--- config.mk ---
export PLATFORM = sky130hd
export DESIGN_NAME = loopcode_detector
export DESIGN_NICKNAME = d
export VERILOG_FILES = /design/src/rtl/lcd_pkg.sv /design/src/rtl/lcd_datapath.sv /design/src/rtl/lcd_control.sv /design/src/rtl/loopcode_detector.sv
export SDC_FILE = /design/constraint.sdc
export NUM_CORES = 1
export LEC_CHECK = 0
export ABC_AREA = 1
export CAP_MARGIN = 10
export CORE_ASPECT_RATIO = 1.5
export CORE_MARGIN = 2
export CORE_UTILIZATION = 25
export DETAILED_ROUTE_END_ITERATION = 10
export PLACE_DENSITY = 0.5
export SLEW_MARGIN = 15
export SYNTH_ARGS = -nofsm -noshare
export SYNTH_HDL_FRONTEND = slang
export SYNTH_SLANG_ARGS = --single-unit
--- constraint.sdc ---
create_clock -name clk -period 6.18 [get_ports clk]
set_input_delay 1.854 -clock clk [delete_from_list [all_inputs] [get_ports clk]]
set_output_delay 1.854 -clock clk [all_outputs]
set_load 0.02 [all_outputs]
--- src/rtl/lcd_pkg.sv ---
package lcd_pkg;
  localparam int NUM_DET = 3;
  localparam int ADDR_W = 4;

  localparam logic [ADDR_W-1:0] ADDR_LEN_BASE  = 4'd0;
  localparam logic [ADDR_W-1:0] ADDR_MODE      = 4'd3;
  localparam logic [ADDR_W-1:0] ADDR_CODE_BASE = 4'd4;
  localparam logic [ADDR_W-1:0] ADDR_RT        = 4'd10;
  localparam logic [ADDR_W-1:0] ADDR_LSET      = 4'd11;
  localparam logic [ADDR_W-1:0] ADDR_LCLR      = 4'd12;
  localparam logic [ADDR_W-1:0] ADDR_MASK      = 4'd13;

  // Per-cycle strobes from the control module to the datapath
  typedef struct packed {
    logic [NUM_DET-1:0] restart;  // restart window and phase
    logic               takeBit;  // bit counts toward the window
    logic               noErr;    // bit is excluded from the mismatch count
  } ctlStrobes_t;
endpackage

--- src/rtl/lcd_datapath.sv ---
module lcd_datapath
  import lcd_pkg::*;
#(
  parameter int WINDOW_BITS = 74112
) (
  input  logic                          clk,
  input  logic                          rstN,
  input  ctlStrobes_t                   strobes,
  input  logic                          bitIn,
  input  logic [NUM_DET-1:0][7:0]       codeLo,
  input  logic [NUM_DET-1:0][7:0]       codeHi,
  input  logic [NUM_DET-1:0][3:0]       lenSel,
  output logic [NUM_DET-1:0]            present
);
  localparam int ERR_LIMIT = WINDOW_BITS / 50;
  localparam int CNT_W = $clog2(WINDOW_BITS + 1);
  localparam int ERR_W = $clog2(ERR_LIMIT + 2);
  localparam logic [CNT_W-1:0] LAST_BIT = CNT_W'(WINDOW_BITS - 1);
  localparam logic [ERR_W-1:0] ERR_MAX = ERR_W'(ERR_LIMIT);

  for (genvar d = 0; d < NUM_DET; d++) begin : g_det
    logic [CNT_W-1:0] bitCnt;
    logic [ERR_W-1:0] errCnt, errNext;
    logic [3:0]       phase;
    logic [4:0]       patLen, idx, sum1, sum2, phaseNext;
    logic [15:0]      pat;
    logic             expBit, mismatch, winEnd, winFail;

    always_comb begin
      patLen   = lenSel[d][3] ? 5'd16 : ({2'b00, lenSel[d][2:0]} + 5'd1);
      pat      = lenSel[d][3] ? {codeLo[d], codeHi[d]} : {8'h00, codeLo[d]};
      idx      = patLen - 5'd1 - {1'b0, phase};
      expBit   = pat[idx[3:0]];
      mismatch = strobes.takeBit && !strobes.noErr && (bitIn != expBit);
      errNext  = (errCnt > ERR_MAX) ? errCnt : errCnt + ERR_W'(mismatch);
      winEnd   = strobes.takeBit && (bitCnt == LAST_BIT);
      winFail  = errNext > ERR_MAX;
      // slip one extra position after a failed window to hunt for alignment
      sum1     = {1'b0, phase} + ((winEnd && winFail) ? 5'd2 : 5'd1);
      sum2     = (sum1 >= patLen) ? sum1 - patLen : sum1;
      phaseNext = (sum2 >= patLen) ? sum2 - patLen : sum2;
    end

    always_ff @(posedge clk or negedge rstN) begin
      if (!rstN) begin
        bitCnt     <= '0;
        errCnt     <= '0;
        phase      <= '0;
        present[d] <= 1'b0;
      end else if (strobes.restart[d]) begin
        bitCnt <= '0;
        errCnt <= '0;
        phase  <= '0;
      end else if (strobes.takeBit) begin
        phase <= phaseNext[3:0];
        if (winEnd) begin
          bitCnt     <= '0;
          errCnt     <= '0;
          present[d] <= !winFail;
        end else begin
          bitCnt <= bitCnt + 1'b1;
          errCnt <= errNext;
        end
      end
    end
  end
endmodule

--- src/rtl/lcd_control.sv ---
module lcd_control
  import lcd_pkg::*;
(
  input  logic                     clk,
  input  logic                     rstN,
  input  logic                     bitValid,
  input  logic                     frameMark,
  input  logic [ADDR_W-1:0]        regAddr,
  input  logic                     wrEn,
  input  logic [7:0]               wrData,
  input  logic                     rdEn,
  input  logic [NUM_DET-1:0]       present,
  output ctlStrobes_t              strobes,
  output logic [NUM_DET-1:0][7:0]  codeLo,
  output logic [NUM_DET-1:0][7:0]  codeHi,
  output logic [NUM_DET-1:0][3:0]  lenSel,
  output logic [NUM_DET-1:0]       latSet,
  output logic [NUM_DET-1:0]       latClr,
  output logic [7:0]               rdData,
  output logic                     irq
);
  logic               insertMode;
  logic [7:0]         maskReg;
  logic [NUM_DET-1:0] prevRt, setEv, clrEv;
  logic               rdSet, rdClr;

  for (genvar d = 0; d < NUM_DET; d++) begin : g_cfg
    localparam logic [ADDR_W-1:0] LEN_A = ADDR_LEN_BASE + ADDR_W'(d);
    localparam logic [ADDR_W-1:0] LO_A  = ADDR_CODE_BASE + ADDR_W'(2 * d);
    localparam logic [ADDR_W-1:0] HI_A  = ADDR_CODE_BASE + ADDR_W'(2 * d + 1);

    assign strobes.restart[d] = wrEn && (regAddr == LO_A || regAddr == LEN_A);

    always_ff @(posedge clk or negedge rstN) begin
      if (!rstN) begin
        lenSel[d] <= '0;
        codeLo[d] <= '0;
        codeHi[d] <= '0;
      end else if (wrEn) begin
        if (regAddr == LEN_A) lenSel[d] <= wrData[3:0];
        if (regAddr == LO_A)  codeLo[d] <= wrData;
        if (regAddr == HI_A)  codeHi[d] <= wrData;
      end
    end
  end

  assign strobes.takeBit = bitValid && !(frameMark && insertMode);
  assign strobes.noErr   = frameMark && !insertMode;

  assign setEv = present & ~prevRt;
  assign clrEv = ~present & prevRt;
  assign rdSet = rdEn && regAddr == ADDR_LSET;
  assign rdClr = rdEn && regAddr == ADDR_LCLR;

  always_ff @(posedge clk or negedge rstN) begin
    if (!rstN) begin
      insertMode <= 1'b0;
      maskReg    <= '0;
      prevRt     <= '0;
      latSet     <= '0;
      latClr     <= '0;
    end else begin
      if (wrEn && regAddr == ADDR_MODE) insertMode <= wrData[0];
      if (wrEn && regAddr == ADDR_MASK) maskReg <= wrData;
      prevRt <= present;
      latSet <= (rdSet ? '0 : latSet) | setEv;
      latClr <= (rdClr ? '0 : latClr) | clrEv;
    end
  end

  assign irq = |(latSet & maskReg[NUM_DET-1:0]) | |(latClr & maskReg[4+NUM_DET-1:4]);

  always_comb begin
    rdData = 8'h00;
    case (regAddr)
      4'd0, 4'd1, 4'd2: rdData = {4'h0, lenSel[regAddr[1:0]]};
      ADDR_MODE:        rdData = {7'h00, insertMode};
      4'd4:             rdData = codeLo[0];
      4'd5:             rdData = codeHi[0];
      4'd6:             rdData = codeLo[1];
      4'd7:             rdData = codeHi[1];
      4'd8:             rdData = codeLo[2];
      4'd9:             rdData = codeHi[2];
      ADDR_RT:          rdData = {5'h00, present};
      ADDR_LSET:        rdData = {5'h00, latSet};
      ADDR_LCLR:        rdData = {5'h00, latClr};
      ADDR_MASK:        rdData = maskReg;
      default:          rdData = 8'h00;
    endcase
  end
endmodule

--- src/rtl/loopcode_detector.sv ---
module loopcode_detector
  import lcd_pkg::*;
#(
  parameter int WINDOW_BITS = 74112
) (
  input  logic        clk,
  input  logic        rstN,
  input  logic        bitIn,
  input  logic        bitValid,
  input  logic        frameMark,
  input  logic [3:0]  regAddr,
  input  logic        wrEn,
  input  logic [7:0]  wrData,
  input  logic        rdEn,
  output logic [7:0]  rdData,
  output logic        irq
);
  ctlStrobes_t              strobes;
  logic [NUM_DET-1:0][7:0]  codeLo, codeHi;
  logic [NUM_DET-1:0][3:0]  lenSel;
  logic [NUM_DET-1:0]       present, latSet, latClr;

  lcd_control u_ctl (
    .clk(clk), .rstN(rstN), .bitValid(bitValid), .frameMark(frameMark),
    .regAddr(regAddr), .wrEn(wrEn), .wrData(wrData), .rdEn(rdEn),
    .present(present), .strobes(strobes), .codeLo(codeLo), .codeHi(codeHi),
    .lenSel(lenSel), .latSet(latSet), .latClr(latClr), .rdData(rdData), .irq(irq)
  );

  lcd_datapath #(.WINDOW_BITS(WINDOW_BITS)) u_dp (
    .clk(clk), .rstN(rstN), .strobes(strobes), .bitIn(bitIn),
    .codeLo(codeLo), .codeHi(codeHi), .lenSel(lenSel), .present(present)
  );
endmodule

==> impl_metrics.py, run 1 <==
metrics = {
    "outcome": {
        "status": "complete, but fails checks",
        "violations": "setup timing",
    },
    "detailed_routing": {
        "vias_per_cell": 4.791,
        "wire_per_inst_um": 15.88,
        "first_pass_iters": 5,
        "vias": 12200,
        "ant_nets": 0,
        "drt_iter0_drc": 872,
        "routed_wl_um": 40440,
        "drc": 0,
    },
    "global_route": {
        "grt_max_degree": 94,
        "antenna_found_initial": 0,
        "track_usage": 0.1633,
        "busiest_layer": "met2",
        "grt_pass1_vias": 12540,
        "use_met2": 0.3102,
        "grt_util_met3": 0.02420,
        "grt_util_met1": 0.1771,
        "grt_pass1_wl_um": 64530,
        "gr-total-overflow": 0,
    },
    "logic_synthesis": {
        "avgSynthCellArea_sq_um": 7.491,
        "ys_async_sr_fraction": 1.000,
        "synthesis.nets": 1689,
        "ys_ff_latch": 177,
        "yosysWarnings": 0,
        "ys_types": 48,
        "synthCells": 1601,
        "synth_edf_count": 0,
        "yosysSeqAreaShare": 0.3693,
        "syn-cell-area_sq_um": 11990,
        "synthFlopType": "dfrtp_1",
    },
    "setup_path": {
        "r2r_setup_slack_ns": -0.86,
        "worst_ep_required_time_ns": 6.55,
        "timing.rr.start": "u_ctl.lenSel[8]",
        "crit_fanout": 4,
        "r2r_end": "u_dp.g_det[2].errCnt[6]",
        "slowest_stage": "fa_2",
        "critPathKind": "flop to flop",
        "r2r_cells": 55,
        "cp-start-kind": "flop",
        "max_stage_delay_ns": 0.59,
        "arrival_ns": 7.42,
        "path_common_cell": "buf_4",
        "end_kind": "flop",
    },
    "pwr": {
        "p_leak_nw": 7.884,
        "powerDensity_nw_per_um2": 510.3,
        "peakVddDrop_uv": 238.1,
    },
    "clock_tree": {
        "htree_levels": 4,
        "clk_pin_slew_ns": 0.09,
        "clk_root_buffer_cell": "clkbuf_16",
        "cts_made_buffers": 17,
        "insertion_delay_ns": 0.47,
        "clockBufferDepth": 2,
        "cts_tree": "done",
        "cts_sinks": 177,
    },
    "sta": {
        "hold_viol": 0,
        "min_period_ns": 7.042,
        "fin_skew_ns": 0.02368,
        "holdWs_ns": 0.4581,
        "slew_violations": 0,
        "tightest_slew_ns": 0.9579,
        "timing.final.crit_share": 1.140,
        "finalSetupViolations": 14,
        "max_freq_ghz": 0.1420,
        "slew_headroom": 0.3607,
        "fin_ws_ns": -0.8625,
        "rsz0062_at_grt": "true",
    },
    "placement": {
        "dp.final_hpwl_um": 28410,
        "gp_congestion": 0.8696,
        "dpl_cell_area_sq_um": 14490,
        "port_buffers": 27,
    },
    "floorplanning": {
        "core_area_sq_um": 47580,
        "core.rowCount": 98,
        "die_x_um": 182.8,
        "start_util": 0.2521,
        "die_y_um": 272.2,
        "die_area_sq_um": 49770,
        "io_pins": 28,
    },
    "cells_and_area": {
        "drive_above_1_share": 0.3140,
        "nFillCells": 4809,
        "n_antenna_cell": 0,
        "nets": 2021,
        "area_delta_synth_final_pct": 42.67,
        "stdcell_area_sq_um": 17110,
    },
    "min_path": {
        "hold_start": "u_dp.present[1]",
        "hp-class": "flop to flop",
        "hold_path_end": "u_ctl.prevRt[1]",
        "whs_path_depth": 0,
    },
    "job": {
        "drv_cap": 0,
    },
}
area by class of cell:
| type | count | area (sq um) | area share |
|---|---|---|---|
| Sequential cell | 177 | 4431 | 0.2589 |
| Tap cell | 600 | 750.7 | 0.04388 |
| Clock buffer | 17 | 425.4 | 0.02486 |
| Multi-Input combinational cell | 1164 | 7639 | 0.4464 |
| Inverter | 232 | 893.4 | 0.05221 |
| Clock inverter | 15 | 195.2 | 0.01141 |
| Timing Repair Buffer | 341 | 2776 | 0.1623 |
worst max-delay path: cells and delay by family (launching register included):
family	cells	cell delay, ns
XOR/XNOR	1	0.08
AND/OR/NAND/NOR	10	0.80
flip-flops	1	0.44
adder cells (fa/ha/maj)	4	1.05
AO/OA/AOI/OAI	5	0.51
buffers and inverters	35	4.07
report_power, final:
part           internal (mW)  switching (mW)
Combinational           2.83            3.02
Sequential              1.43           0.299
Clock                  0.558           0.601
flip-flops by register name, summed over array words and instances, names as in the netlist, 3 cells and up:
name / count
u_dp.present: 3
u_dp.g_det.bitCnt: 51
u_ctl.lenSel: 12
u_ctl.prevRt: 3
u_ctl.maskReg: 8
u_ctl.codeLo: 24
u_dp.g_det.phase: 12
u_dp.g_det.errCnt: 33
u_ctl.latClr: 3
u_ctl.latSet: 3
u_ctl.codeHi: 24
worst max path at each step:
stage	startpoint	end	slack (ns)	depth (start not counted)
after floorplan	frameMark	u_dp.g_det[2].phase[2]	-0.11	36
after global placement	frameMark	u_dp.g_det[0].phase[2]	-1.39	37
after detailed placement	frameMark	u_dp.g_det[1].phase[2]	-1.44	35
after CTS	u_ctl.lenSel[4]	u_dp.g_det[1].errCnt[4]	-0.75	54
after global routing	u_ctl.lenSel[8]	u_dp.g_det[2].phase[2]	-1.33	44
final	u_ctl.lenSel[8]	u_dp.g_det[2].errCnt[6]	-0.86	55
placed cells by master, fill, tap and decap left out, types with 8 or more instances in the layout:
master           Yosys  layout
nand2_1            384     341
buf_4                0     279
inv_1              213     190
dfrtp_1            177     176
o21ai_0            189     137
nand3_1             96      86
nor2_1              96      78
o22ai_1             45      43
o21ai_1             11      42
nand2_2              7      40
a21oi_1             63      39
xor2_1              41      35
buf_6                6      33
inv_2               15      32
ha_1                57      31
a21oi_2              0      23
clkdlybuf4s50_1      0      23
nand4_1             21      21
ha_4                 0      21
nor2_4               7      19
o21ai_2              2      18
clkbuf_16            0      17
nor2_2              10      16
nand2_4              6      14
nor3_1              14      10
nor4_1              10      10
inv_4                3       9
a221oi_1            14       9
xnor2_1             11       9
nand3_4              1       8
a22o_1               8       8
fa_2                 0       8
per-layer routing:
metal  up-vias  part of all wire
met1      5870              0.40
met4         0             0.034
met3        71             0.029
met5         -                 0
met2       236              0.54
li1       6021                 -
timing repair:
item	CTS	global route
endpoints found under the setup margin	12	17
buffers inserted	139	29
resized for setup	119	127
gates cloned	2	0
pin swaps	56	109
endpoints found under the hold margin	0	0
hold buffers	0	0
logic make-up after synthesis:
family / after synthesis / share of synthesized area
simple gates: 669 / 0.2482
compound gates: 372 / 0.1773
buf+inv: 262 / 0.08774
flops: 177 / 0.3693
fa+ha+maj: 69 / 0.07950
xor+xnor: 52 / 0.03798
synthesized netlist by cell type, types with 3 or more instances:
library cell / count / share of area
nor3_2: 5 / 0.0042
nand2_1: 384 / 0.12
inv_1: 213 / 0.067
a21oi_1: 63 / 0.026
nor2_1: 96 / 0.030
dfrtp_1: 177 / 0.37
nand2_4: 6 / 0.0056
o31ai_1: 3 / 0.0019
o2111ai_1: 5 / 0.0037
nand4_1: 21 / 0.011
inv_2: 15 / 0.0047
o22ai_1: 45 / 0.023
nor4_1: 10 / 0.0052
o221ai_1: 4 / 0.0029
o21ai_1: 11 / 0.0046
a22o_1: 8 / 0.0058
ha_1: 57 / 0.059
xor2_1: 41 / 0.030
xnor2_1: 11 / 0.0080
a221oi_1: 14 / 0.010
nand3_1: 96 / 0.040
buf_6: 6 / 0.0056
nor3_1: 14 / 0.0058
nor2_2: 10 / 0.0052
clkbuf_1: 11 / 0.0034
o32ai_1: 5 / 0.0037
o211ai_1: 6 / 0.0038
a31oi_1: 7 / 0.0037
nand2_2: 7 / 0.0037
buf_2: 13 / 0.0054
a21o_1: 3 / 0.0019
a41oi_1: 3 / 0.0022
o21ai_0: 189 / 0.079
inv_4: 3 / 0.0016
or2_2: 4 / 0.0021
nor2_4: 7 / 0.0066
fa_1: 12 / 0.020
stage by stage:
stage	TNS, ns	setup slack [ns]	util	cells	power (mW)
after CTS	-10.19	-0.7520	0.3476	2543	8.187
after global placement	-15.45	-1.394	0.3045	2373	6.131
after global routing	-14.52	-1.329	0.3596	2546	9.430
after floorplan	-0.7343	-0.1080	-	1601	4.410
after detailed placement	-16.54	-1.444	0.3045	2373	6.203
final	-9.200	-0.8625	0.3596	2546	8.731
Note: power is estimated with default switching activity, not from simulation.
==> inputs of run 2 (changes only) <==
--- a/config.mk
+++ b/config.mk
@@ -10,6 +10,7 @@
 export CORE_ASPECT_RATIO = 1.5
 export CORE_MARGIN = 2
 export CORE_UTILIZATION = 25
+export CTS_CLUSTER_SIZE = 8
 export DETAILED_ROUTE_END_ITERATION = 10
 export PLACE_DENSITY = 0.5
 export SLEW_MARGIN = 15
==> results of run 2 <==
Final layout, timing and power as in run 1 (identical DEF).
